File: src/rtl/irqc_pkg.sv
package irqc_pkg;
    localparam int TRAP_N = 5;
    localparam int LVL_W  = 4;
    localparam int PRIO_W = 3;

    localparam int TRAP_OSC   = 0;
    localparam int TRAP_ADDR  = 1;
    localparam int TRAP_STACK = 2;
    localparam int TRAP_MATH  = 3;
    localparam int TRAP_DMA   = 4;

    localparam int TRAP_TOP_LVL = 14;

    typedef enum logic {
        ST_IDLE  = 1'b0,
        ST_OFFER = 1'b1
    } offer_state_e;
endpackage

File: src/rtl/irqc_pin_edge.sv
module irqc_pin_edge #(
    parameter int N_PIN = 3
) (
    input  logic             clk,
    input  logic             rst_n,
    input  logic [N_PIN-1:0] pin_in,
    input  logic [N_PIN-1:0] fall_sel,
    output logic [N_PIN-1:0] edge_hit
);
    logic [N_PIN-1:0] prev_q;

    always_ff @(posedge clk or negedge rst_n) begin
        if (!rst_n) prev_q <= '0;
        else        prev_q <= pin_in;
    end

    for (genvar g = 0; g < N_PIN; g++) begin : g_pin
        always_comb begin
            if (fall_sel[g]) edge_hit[g] = prev_q[g] & ~pin_in[g];
            else             edge_hit[g] = pin_in[g] & ~prev_q[g];
        end

        // a detected edge means the pin really moved since last sample
        assert_edge_moved_R8: assert property (@(posedge clk) disable iff (!rst_n)
            edge_hit[g] |-> (pin_in[g] != prev_q[g]));
    end
endmodule

File: src/rtl/irqc_pick.sv
module irqc_pick
    import irqc_pkg::*;
#(
    parameter int N_SRC = 8,
    parameter int VEC_W = 4
) (
    input  logic [TRAP_N-1:0]       trap_pend,
    input  logic [N_SRC-1:0]        src_pend,
    input  logic [N_SRC-1:0]        src_en,
    input  logic [N_SRC*PRIO_W-1:0] src_prio,
    input  logic [LVL_W-1:0]        cur_lvl,
    output logic                    win_valid,
    output logic [VEC_W-1:0]        win_vec,
    output logic [LVL_W-1:0]        win_lvl
);
    logic              trap_found;
    logic [VEC_W-1:0]  trap_idx;
    logic              src_found;
    logic [VEC_W-1:0]  src_idx;
    logic [PRIO_W-1:0] best_p;
    logic [PRIO_W-1:0] cur_p;

    always_comb begin
        trap_found = 1'b0;
        trap_idx   = '0;
        for (int t = TRAP_N - 1; t >= 0; t--) begin
            if (trap_pend[t] && (LVL_W'(TRAP_TOP_LVL - t) > cur_lvl)) begin
                trap_found = 1'b1;
                trap_idx   = VEC_W'(t);
            end
        end
    end

    always_comb begin
        src_found = 1'b0;
        src_idx   = '0;
        best_p    = '0;
        cur_p     = '0;
        for (int i = N_SRC - 1; i >= 0; i--) begin
            cur_p = src_prio[i*PRIO_W +: PRIO_W];
            if (src_pend[i] && src_en[i] && ({1'b0, cur_p} > cur_lvl)
                && (!src_found || cur_p >= best_p)) begin
                src_found = 1'b1;
                best_p    = cur_p;
                src_idx   = VEC_W'(i);
            end
        end
    end

    always_comb begin
        win_valid = trap_found | src_found;
        win_vec   = '0;
        win_lvl   = '0;
        if (trap_found) begin
            win_vec = trap_idx;
            win_lvl = LVL_W'(TRAP_TOP_LVL) - LVL_W'(trap_idx);
        end else if (src_found) begin
            win_vec = src_idx + VEC_W'(TRAP_N);
            win_lvl = {1'b0, best_p};
        end
    end
endmodule

File: src/rtl/irqc_lvl_stack.sv
module irqc_lvl_stack #(
    parameter int DEPTH = 8,
    parameter int W     = 4
) (
    input  logic         clk,
    input  logic         rst_n,
    input  logic         push,
    input  logic         pop,
    input  logic [W-1:0] din,
    output logic [W-1:0] top_out,
    output logic         overflow
);
    localparam int CNT_W = $clog2(DEPTH + 1);
    localparam int IDX_W = (DEPTH > 1) ? $clog2(DEPTH) : 1;

    logic [W-1:0]     mem [DEPTH];
    logic [CNT_W-1:0] count_q;

    assign overflow = push && (count_q == CNT_W'(DEPTH));
    assign top_out  = (count_q == '0) ? '0 : mem[IDX_W'(count_q - CNT_W'(1))];

    always_ff @(posedge clk or negedge rst_n) begin
        if (!rst_n) begin
            count_q <= '0;
            for (int k = 0; k < DEPTH; k++) mem[k] <= '0;
        end else if (push && !overflow) begin
            mem[IDX_W'(count_q)] <= din;
            count_q <= count_q + CNT_W'(1);
        end else if (pop && (count_q != '0)) begin
            count_q <= count_q - CNT_W'(1);
        end
    end

    assert_count_bound_R10: assert property (@(posedge clk) disable iff (!rst_n)
        count_q <= CNT_W'(DEPTH));

    assert_ovf_no_save_R10: assert property (@(posedge clk) disable iff (!rst_n)
        overflow |=> (count_q == CNT_W'(DEPTH)));
endmodule

File: src/rtl/prio_irq_ctrl.sv
module prio_irq_ctrl
    import irqc_pkg::*;
#(
    parameter int N_SRC       = 8,
    parameter int N_PIN       = 3,
    parameter int STACK_DEPTH = 8,
    localparam int VEC_W      = $clog2(TRAP_N + N_SRC)
) (
    input  logic                     clk,
    input  logic                     rst_n,
    input  logic [N_SRC-1:0]         src_cond,
    input  logic [N_PIN-1:0]         pin_fall_sel,
    input  logic [N_SRC-1:0]         src_en,
    input  logic [N_SRC*PRIO_W-1:0]  src_prio,
    input  logic [N_SRC-1:0]         src_flag_clr,
    input  logic [TRAP_N-1:0]        trap_cond,
    input  logic [TRAP_N-1:0]        trap_clr,
    input  logic                     cpu_take,
    input  logic                     cpu_ret,
    output logic                     irq_req,
    output logic [VEC_W-1:0]         irq_vec,
    output logic [LVL_W-1:0]         irq_lvl,
    output logic [LVL_W-1:0]         cpu_level,
    output logic                     cpu_stall,
    output logic [N_SRC-1:0]         src_flags,
    output logic [TRAP_N-1:0]        trap_flags,
    output logic [LVL_W+VEC_W-1:0]   status_word
);
    offer_state_e     state_q, state_d;
    logic [VEC_W-1:0] off_vec_q;
    logic [LVL_W-1:0] off_lvl_q;

    logic [N_PIN-1:0]  pin_hit;
    logic [N_SRC-1:0]  src_set;
    logic [TRAP_N-1:0] trap_set;
    logic              win_valid;
    logic [VEC_W-1:0]  win_vec;
    logic [LVL_W-1:0]  win_lvl;
    logic              do_take, do_ret;
    logic [LVL_W-1:0]  saved_lvl;
    logic              stk_ovf;

    irqc_pin_edge #(.N_PIN(N_PIN)) u_pin_edge (
        .clk      (clk),
        .rst_n    (rst_n),
        .pin_in   (src_cond[N_PIN-1:0]),
        .fall_sel (pin_fall_sel),
        .edge_hit (pin_hit)
    );

    for (genvar g = 0; g < N_SRC; g++) begin : g_set
        if (g < N_PIN) begin : g_pin_src
            assign src_set[g] = pin_hit[g];
        end else begin : g_cond_src
            assign src_set[g] = src_cond[g];
        end
    end

    always_comb begin
        trap_set = trap_cond;
        trap_set[TRAP_STACK] = trap_cond[TRAP_STACK] | stk_ovf;
    end

    always_ff @(posedge clk or negedge rst_n) begin
        if (!rst_n) begin
            src_flags  <= '0;
            trap_flags <= '0;
        end else begin
            src_flags  <= (src_flags & ~src_flag_clr) | src_set;
            trap_flags <= (trap_flags & ~trap_clr) | trap_set;
        end
    end

    irqc_pick #(.N_SRC(N_SRC), .VEC_W(VEC_W)) u_pick (
        .trap_pend (trap_flags),
        .src_pend  (src_flags),
        .src_en    (src_en),
        .src_prio  (src_prio),
        .cur_lvl   (cpu_level),
        .win_valid (win_valid),
        .win_vec   (win_vec),
        .win_lvl   (win_lvl)
    );

    assign do_take = (state_q == ST_OFFER) && cpu_take;
    assign do_ret  = cpu_ret && !do_take;

    irqc_lvl_stack #(.DEPTH(STACK_DEPTH), .W(LVL_W)) u_stack (
        .clk      (clk),
        .rst_n    (rst_n),
        .push     (do_take),
        .pop      (do_ret),
        .din      (cpu_level),
        .top_out  (saved_lvl),
        .overflow (stk_ovf)
    );

    // next-state logic
    always_comb begin
        state_d = state_q;
        unique case (state_q)
            ST_IDLE: begin
                if (win_valid) state_d = ST_OFFER;
            end
            ST_OFFER: begin
                if (cpu_take || cpu_ret || !win_valid
                    || (win_vec != off_vec_q) || (win_lvl != off_lvl_q))
                    state_d = ST_IDLE;
            end
            default: state_d = ST_IDLE;
        endcase
    end

    // state register
    always_ff @(posedge clk or negedge rst_n) begin
        if (!rst_n) state_q <= ST_IDLE;
        else        state_q <= state_d;
    end

    // datapath registers driven by the machine
    always_ff @(posedge clk or negedge rst_n) begin
        if (!rst_n) begin
            off_vec_q   <= '0;
            off_lvl_q   <= '0;
            cpu_level   <= '0;
            status_word <= '0;
        end else begin
            if ((state_q == ST_IDLE) && win_valid) begin
                off_vec_q <= win_vec;
                off_lvl_q <= win_lvl;
            end
            if (do_take) begin
                cpu_level   <= off_lvl_q;
                status_word <= {off_lvl_q, off_vec_q};
            end else if (do_ret) begin
                cpu_level <= saved_lvl;
            end
        end
    end

    // outputs
    always_comb begin
        irq_req   = (state_q == ST_OFFER);
        irq_vec   = off_vec_q;
        irq_lvl   = off_lvl_q;
        cpu_stall = trap_flags[TRAP_OSC] | trap_flags[TRAP_ADDR];
    end

    assert_req_nonzero_R1: assert property (@(posedge clk) disable iff (!rst_n)
        irq_req |-> (irq_lvl != '0));

    assert_req_above_level_R2: assert property (@(posedge clk) disable iff (!rst_n)
        irq_req |-> (irq_lvl > cpu_level));

    assert_take_level_R5: assert property (@(posedge clk) disable iff (!rst_n)
        (irq_req && cpu_take) |=> (cpu_level == $past(irq_lvl)));

    assert_flag_hold_R6: assert property (@(posedge clk) disable iff (!rst_n)
        1'b1 |=> ((src_flags & $past(src_flags & ~src_flag_clr))
                  == $past(src_flags & ~src_flag_clr)));

    assert_hard_stall_R7: assert property (@(posedge clk) disable iff (!rst_n)
        $past(trap_cond[TRAP_ADDR]) |-> cpu_stall);
endmodule

File: config.mk
export PLATFORM = sky130hd
export DESIGN_NAME = prio_irq_ctrl
export DESIGN_NICKNAME = d
export VERILOG_FILES = /design/src/rtl/irqc_pkg.sv /design/src/rtl/irqc_pin_edge.sv /design/src/rtl/irqc_pick.sv /design/src/rtl/irqc_lvl_stack.sv /design/src/rtl/prio_irq_ctrl.sv
export SDC_FILE = /design/constraint.sdc
export NUM_CORES = 1
export LEC_CHECK = 0
export BUFFER_PORTS_ARGS = -buffer_cell sky130_fd_sc_hd__buf_2
export CORE_AREA = 4 4 131 83
export CTS_CLUSTER_SIZE = 30
export DETAILED_ROUTE_END_ITERATION = 10
export DIE_AREA = 0 0 135 87
export HOLD_SLACK_MARGIN = 0.1
export PLACE_DENSITY = 0.89
export SYNTH_ARGS = -nofsm -noshare
export SYNTH_HDL_FRONTEND = slang
export SYNTH_SLANG_ARGS = --single-unit
File: constraint.sdc
create_clock -name clk -period 13.8 [get_ports clk]
set_input_delay 0.69 -clock clk [delete_from_list [all_inputs] [get_ports clk]]
set_output_delay 0.69 -clock clk [all_outputs]
set_load 0.01 [all_outputs]
# Word-level counts from Yosys, hierarchy flattened
# Index checks and enable logic that the tools add are counted.
[word_totals]
regBits = 73
wordCells = 186
in_bits = 65
[op_classes]
n_reduce_logical = 60
n_eq_ne = 3
bitwise_logic = 24
muxes = 55
n_lt_le_gt_ge = 23
n_addsub = 4
[op_table]
columns = ["operator", "n"]
rows = [
  ["$mux W3", 22],
  ["$mux W4", 11],
  ["$logic_and A1 B1 Y1", 35],
  ["$bwmux W32", 1],
  ["$gt A3 B4 Y1", 8],
  ["$ge A3 B3 Y1", 7],
  ["$gt A4 B4 Y1 const A", 5],
  ["$mux W1", 18],
  ["$bmux W4 S3", 1],
  ["$demux W4 S3", 1],
  ["$logic_or A1 B1 Y1", 11],
  ["$logic_not A1 Y1", 10],
  ["$and A8 B8 Y8", 1],
  ["$ge A4 B4 Y1 const B", 2],
  ["$ne A4 B4 Y1", 2],
  ["$not A3 Y4", 2],
  ["$not A8 Y8", 1],
  ["$or A8 B8 Y8", 1],
  ["$not A1 Y1", 7],
  ["$and A1 B1 Y1", 6],
  ["$and A5 B5 Y5", 1],
  ["$not A5 Y5", 1],
  ["$or A5 B5 Y5", 1],
  ["$add A3 B3 Y4 const B", 1],
  ["other kinds (10)", 13],
]

# Longest topological paths before layout
[depth]
word_depth = 39
mapped_depth = 67

# By module
# A second synthesis with hierarchy kept.
[hier_totals]
hier_cells = 515
area_unflattened_um2 = 5262.5
[modules_own_cells]
columns = ["module", "instances", "seq_area_each_um2", "area_per_inst_um2", "cells_each"]
rows = [
  ["irqc_lvl_stack", 1, 900.9, 1914.3, 145],
  ["irqc_pick", 1, 0.0, 1825.5, 237],
  ["prio_irq_ctrl", 1, 850.8, 1383.8, 121],
  ["irqc_pin_edge", 1, 75.1, 138.9, 12],
]

# Worst setup path before layout
# No wires, ideal clock.
[synth_path]
path_type = "reg-to-reg"
from = "register cpu_level[2]"
to = "register state_q, in the netlist irq_req"
path_stages_with_launch = 66
t_required_ps = 13732
arrival_ps = 11784
path_buffers = 3
synth_period_minus_slack_ps = 11852
path_slack_ps = 1948
path_cell_list = "dfrtp_1 clkbuf_1 inv_1 ha_1 a21oi_1 nand2_1 nand2_1 nor2_1 ha_1 o21ai_0 a21oi_1 a21oi_1 a22o_1 ha_1 nand2b_1 a21o_1 a21oi_1 a21oi_1 [... 30 more ...] a22o_1 a31oi_1 inv_1 ha_1 nand2b_1 a21o_1 a21oi_1 a21oi_2 buf_2 or2_2 nor2_1 ha_1 nand2_1 o22ai_1 o21ai_0 nand3_1 nor4_2 a41o_1"
[synth_via]
elab_chain_len = 39
elab_cells_between_ends = 104
classes_between = "2 x add/sub; 20 x order compare; 2 x eq/ne; 41 x mux; 1 x bitwise; 38 x reduce/logical"
[synth_lines]
columns = ["element", "line", "rtl"]
rows = [
  ["start, declared", "prio_irq_ctrl.sv:23", "output logic [LVL_W-1:0] cpu_level,"],
  ["start signal, assigned", "prio_irq_ctrl.sv:133", "cpu_level <= off_lvl_q;"],
  ["start signal, assigned", "prio_irq_ctrl.sv:136", "cpu_level <= saved_lvl;"],
  ["$gt A3 B4 Y1", "irqc_pick.sv:41", "if (src_pend[i] && src_en[i] && ({1'b0, cur_p} > cur_lvl)"],
  ["$logic_and A1 B1 Y1", "irqc_pick.sv:41", ""],
  ["$mux W3 / $mux W1 (equally long branches)", "irqc_pick.sv:41", ""],
  ["$ge A3 B3 Y1 / $logic_not A1 Y1 (equally long branches)", "irqc_pick.sv:42", "&& (!src_found || cur_p >= best_p)) begin"],
  ["$logic_or A1 B1 Y1", "irqc_pick.sv:42", ""],
  ["$logic_and A1 B1 Y1", "irqc_pick.sv:42", ""],
  ["$mux W3 / $mux W1 (equally long branches)", "irqc_pick.sv:41", ""],
  ["$ge A3 B3 Y1 / $logic_not A1 Y1 (equally long branches)", "irqc_pick.sv:42", ""],
  ["[... 23 more ...]", "-", ""],
  ["$add A3 B3 Y4", "irqc_pick.sv:58", "win_vec = src_idx + VEC_W'(TRAP_N);"],
  ["$mux W4", "irqc_pick.sv:57", "end else if (src_found) begin"],
  ["$mux W4", "irqc_pick.sv:54", "if (trap_found) begin"],
  ["$ne A4 B4 Y1", "prio_irq_ctrl.sv:107", "|| (win_vec != off_vec_q) || (win_lvl != off_lvl_q))"],
  ["$logic_or A1 B1 Y1 (2 in a row)", "prio_irq_ctrl.sv:107", ""],
  ["$mux W1", "prio_irq_ctrl.sv:106", "if (cpu_take || cpu_ret || !win_valid"],
  ["$pmux W1 S2 *", "prio_irq_ctrl.sv:101", "unique case (state_q)"],
  ["named net state_d", "prio_irq_ctrl.sv:29", "offer_state_e state_q, state_d;"],
  ["end signal, assigned", "prio_irq_ctrl.sv:117", "else state_q <= state_d;"],
  ["end, declared", "prio_irq_ctrl.sv:29", ""],
]
# The timed path passes the listed nets; every way through them passes the cells marked *.
# A chain may end at the register's enable or synchronous reset.

# Worst setup path in the final report
# Ends and elaborated chain as after synthesis.

==> out/qor.csv <==
metric;value;unit
Core ar.;0.00963;mm²
CTS clk-pin slew, worst paths;60;ps
#FFs+latches synth;73;
post-synth top area share;0.337;
CTS Buffer Depth;2;
GRT met1 Usage;0.368;
post-synthesis instance total;561;
sequential area share after synthesis;0.337;
Clk Latency, worst-skew pair;340;ps
final WL;15100;µm
initial antenna violation count;0;
CTS buffer count;9;
total grt overflow;0;
Layout Utilization;0.665;
H-tree Lvls;3;
drt wl/cell;18.8;µm
Area Growth Syn to Fin;18.2;%
register share of total power;0.270;
total nets after synthesis;675;
DP HPWL;11400;µm
Routed Antenna Nets;0;
# setup viols final;0;
Synth warnings;0;
Post-synth EDFFs;0;
via count;4949;
final hold vios;0;
crit path kind;reg2reg;
Worst path slowest cell;dfrtp_2;
Synth async-reset ratio;1.00;
number of global-route vias before repair;4796;
Sw Ratio;0.434;
# hold bufs at CTS;0;
Final Critical Period;13000;ps
critical path fanouts, max;15;
row count;28;
Root Buffer;clkbuf_16;
CP most frequent cell;ha_1;
Slew headroom;0.346;
CTS tree;built;
RePlAce Congestion;0.997;
RSZ-0062 raised after global routing;false;
Pint;0.808;mW
Synth top cells by count;dfrtp_1, nand2_1, ha_1, a21oi_1, nor2_1;
top post-synthesis cells by area;dfrtp_1, ha_1, mux2_2;
Avg Cell Area, Syn;9.66;µm²
via-per-instance ratio;6.19;
Gate power share;0.541;
grt peak-use layer;met2;
CP max stage delay;520;ps
Residual DRC;0;
Die Y;87;µm
final worst path period share;0.942;
CP Data Required Time;14070;ps
DR iter-0 viols;513;
Mapped Area;0.00542;mm²
Synth area leader;dfrtp_1;
worst-margin pin slew;979;ps
largest net degree at the start of global routing;74;
routing usage on met3;0.0652;
Cell variety after synth;79;
status;completed;
worst hold path type;reg2reg;
Slew Limit Fails;0;
area of the die;0.0117;mm²
Leak;3.05;nW
fmax;76.9;MHz
setup TNS;0;ps
M2 GR Usage;0.419;
worst path arrival time;13270;ps
first-pass iteration count of the detailed router;6;
pwr/cell area;223;mW/mm²
IO Port Bufs;99;
Startpoint Class;flop;
I/O pins;100;
R2R Setup Slk;800;ps
starting density of the core;0.563;
# diodes;0;
clock sink total;73;
Max Clock Skew;3.62;ps
ys flop type;dfrtp_1;
global-route wire length before repair;24500;µm
gr usage total;0.265;
number of max-cap violations;0;
Net Sw Power;0.619;mW
nets;773;
Critical Path Sink Type;flop;
Die W;135;µm
proportion of layout cells with a drive suffix above 1;0.297;
Max VDD drop;0.0896;mV
clock share of power;0.189;
-- metrics by stage --
| stage | hold slack (ps) | total power, mW | area, µm² | cells | setup slack, ps |
|---|---|---|---|---|---|
| 2_1_floorplan | 394 | 0.920 | 5420 | 561 | 1950 |
| 6_report | 473 | 1.43 | 6410 | 799 | 801 |
| 3_3_place_gp | 454 | 1.07 | 6000 | 778 | 1340 |
| 4_1_cts | 474 | 1.40 | 6350 | 794 | 480 |
| 5_1_grt | 473 | 1.53 | 6410 | 799 | 73.7 |
| 3_5_place_dp | 461 | 1.12 | 6000 | 778 | 552 |
-- cells in the final DEF, fill, tap and decap left out, types with 3 or more instances in the layout --
cell        instances
buf_2              99
a22o_1              4
nand3b_1            6
buf_4               9
o221ai_1            5
or3_1               3
ha_1               49
o22ai_1             3
mux4_2              8
a21oi_1            38
o21ai_0            21
nand2b_1           10
clkbuf_16           9
nand4_1             3
nand3_1             7
and2_1              4
inv_1              32
o21a_1              5
a21oi_2             3
nor2b_1             5
mux2_2             34
bufinv_16           3
a311oi_1            3
mux2i_1             6
a22oi_1             5
nor3_1              4
clkinvlp_4          3
dfrtp_1            71
a21o_1             17
a211o_1             3
a31oi_1             6
nor2_1             40
xnor2_1             6
nand2_1            73
o211ai_1            9
-- sequential cells by signal, indices dropped and copies added, names as in the netlist --
register           flops
u_pin_edge.prev_q      3
u_stack.count_q        4
status_word            8
src_flags              8
irq_vec                4
irq_lvl                4
trap_flags             5
cpu_level              4
irq_req                1
u_stack.mem           32
-- metal layers --
layer  up-vias  wire length [µm]
met4         0               223
met3        30              1410
li1       2248                 -
met2       293              6770
met5         -                 0
met1      2378              6650
-- worst paths after layout --
path                           startpoint              to  cells past startpoint
setup / recovery             cpu_level[2]         irq_req                     62
hold / removal             status_word[1]  status_word[1]                      2
setup reg to reg             cpu_level[2]         irq_req                     62
hold reg to reg            status_word[1]  status_word[1]                      2
max in group asynchronous           rst_n    cpu_level[2]                      2
min in group asynchronous           rst_n  status_word[4]                      2
-- timing repair --
item	CTS	global route
endpoints found under the setup margin	0	2
buffers inserted	0	5
resized for setup	0	7
-- worst max-delay path: cells and delay by family (launching register included) --
kind / cells / cell delay, ps
AOI/OAI and AO/OA: 30 / 6290
adders and majority gates: 9 / 2510
buffers and inverters: 2 / 270
DFF: 1 / 520
muxes: 1 / 290
and+or+nand+nor: 20 / 3040
-- logic make-up (layout without fill, tap and decap cells) --
logic type | after synthesis | after routing | share of synthesized area
simple gates | 172 | 172 | 0.158
compound gates | 156 | 156 | 0.218
flops | 73 | 73 | 0.337
buf+inv | 55 | 158 | 0.0443
fa+ha+maj | 49 | 49 | 0.113
mux | 48 | 48 | 0.115
xor+xnor | 8 | 8 | 0.0143
-- final cells by class --
type	count	area [µm²]
Clock inverter	5	103
Clock buffer	11	243
Timing Repair Buffer	108	563
Tap cell	135	169
Inverter	34	135
Fill cell	743	3230
Multi-Input combinational cell	433	3370
Sequential cell	73	1830
-- power by group through the flow --
stage | combinational [mW] | clock, mW | sequential [mW]
after floorplan | 0.567 | 0 | 0.353
after global placement | 0.700 | 0 | 0.370
after detailed placement | 0.740 | 0 | 0.382
after CTS | 0.748 | 0.274 | 0.379
after global routing | 0.846 | 0.285 | 0.396
final | 0.773 | 0.270 | 0.385
(Power assumes the default switching activity.)
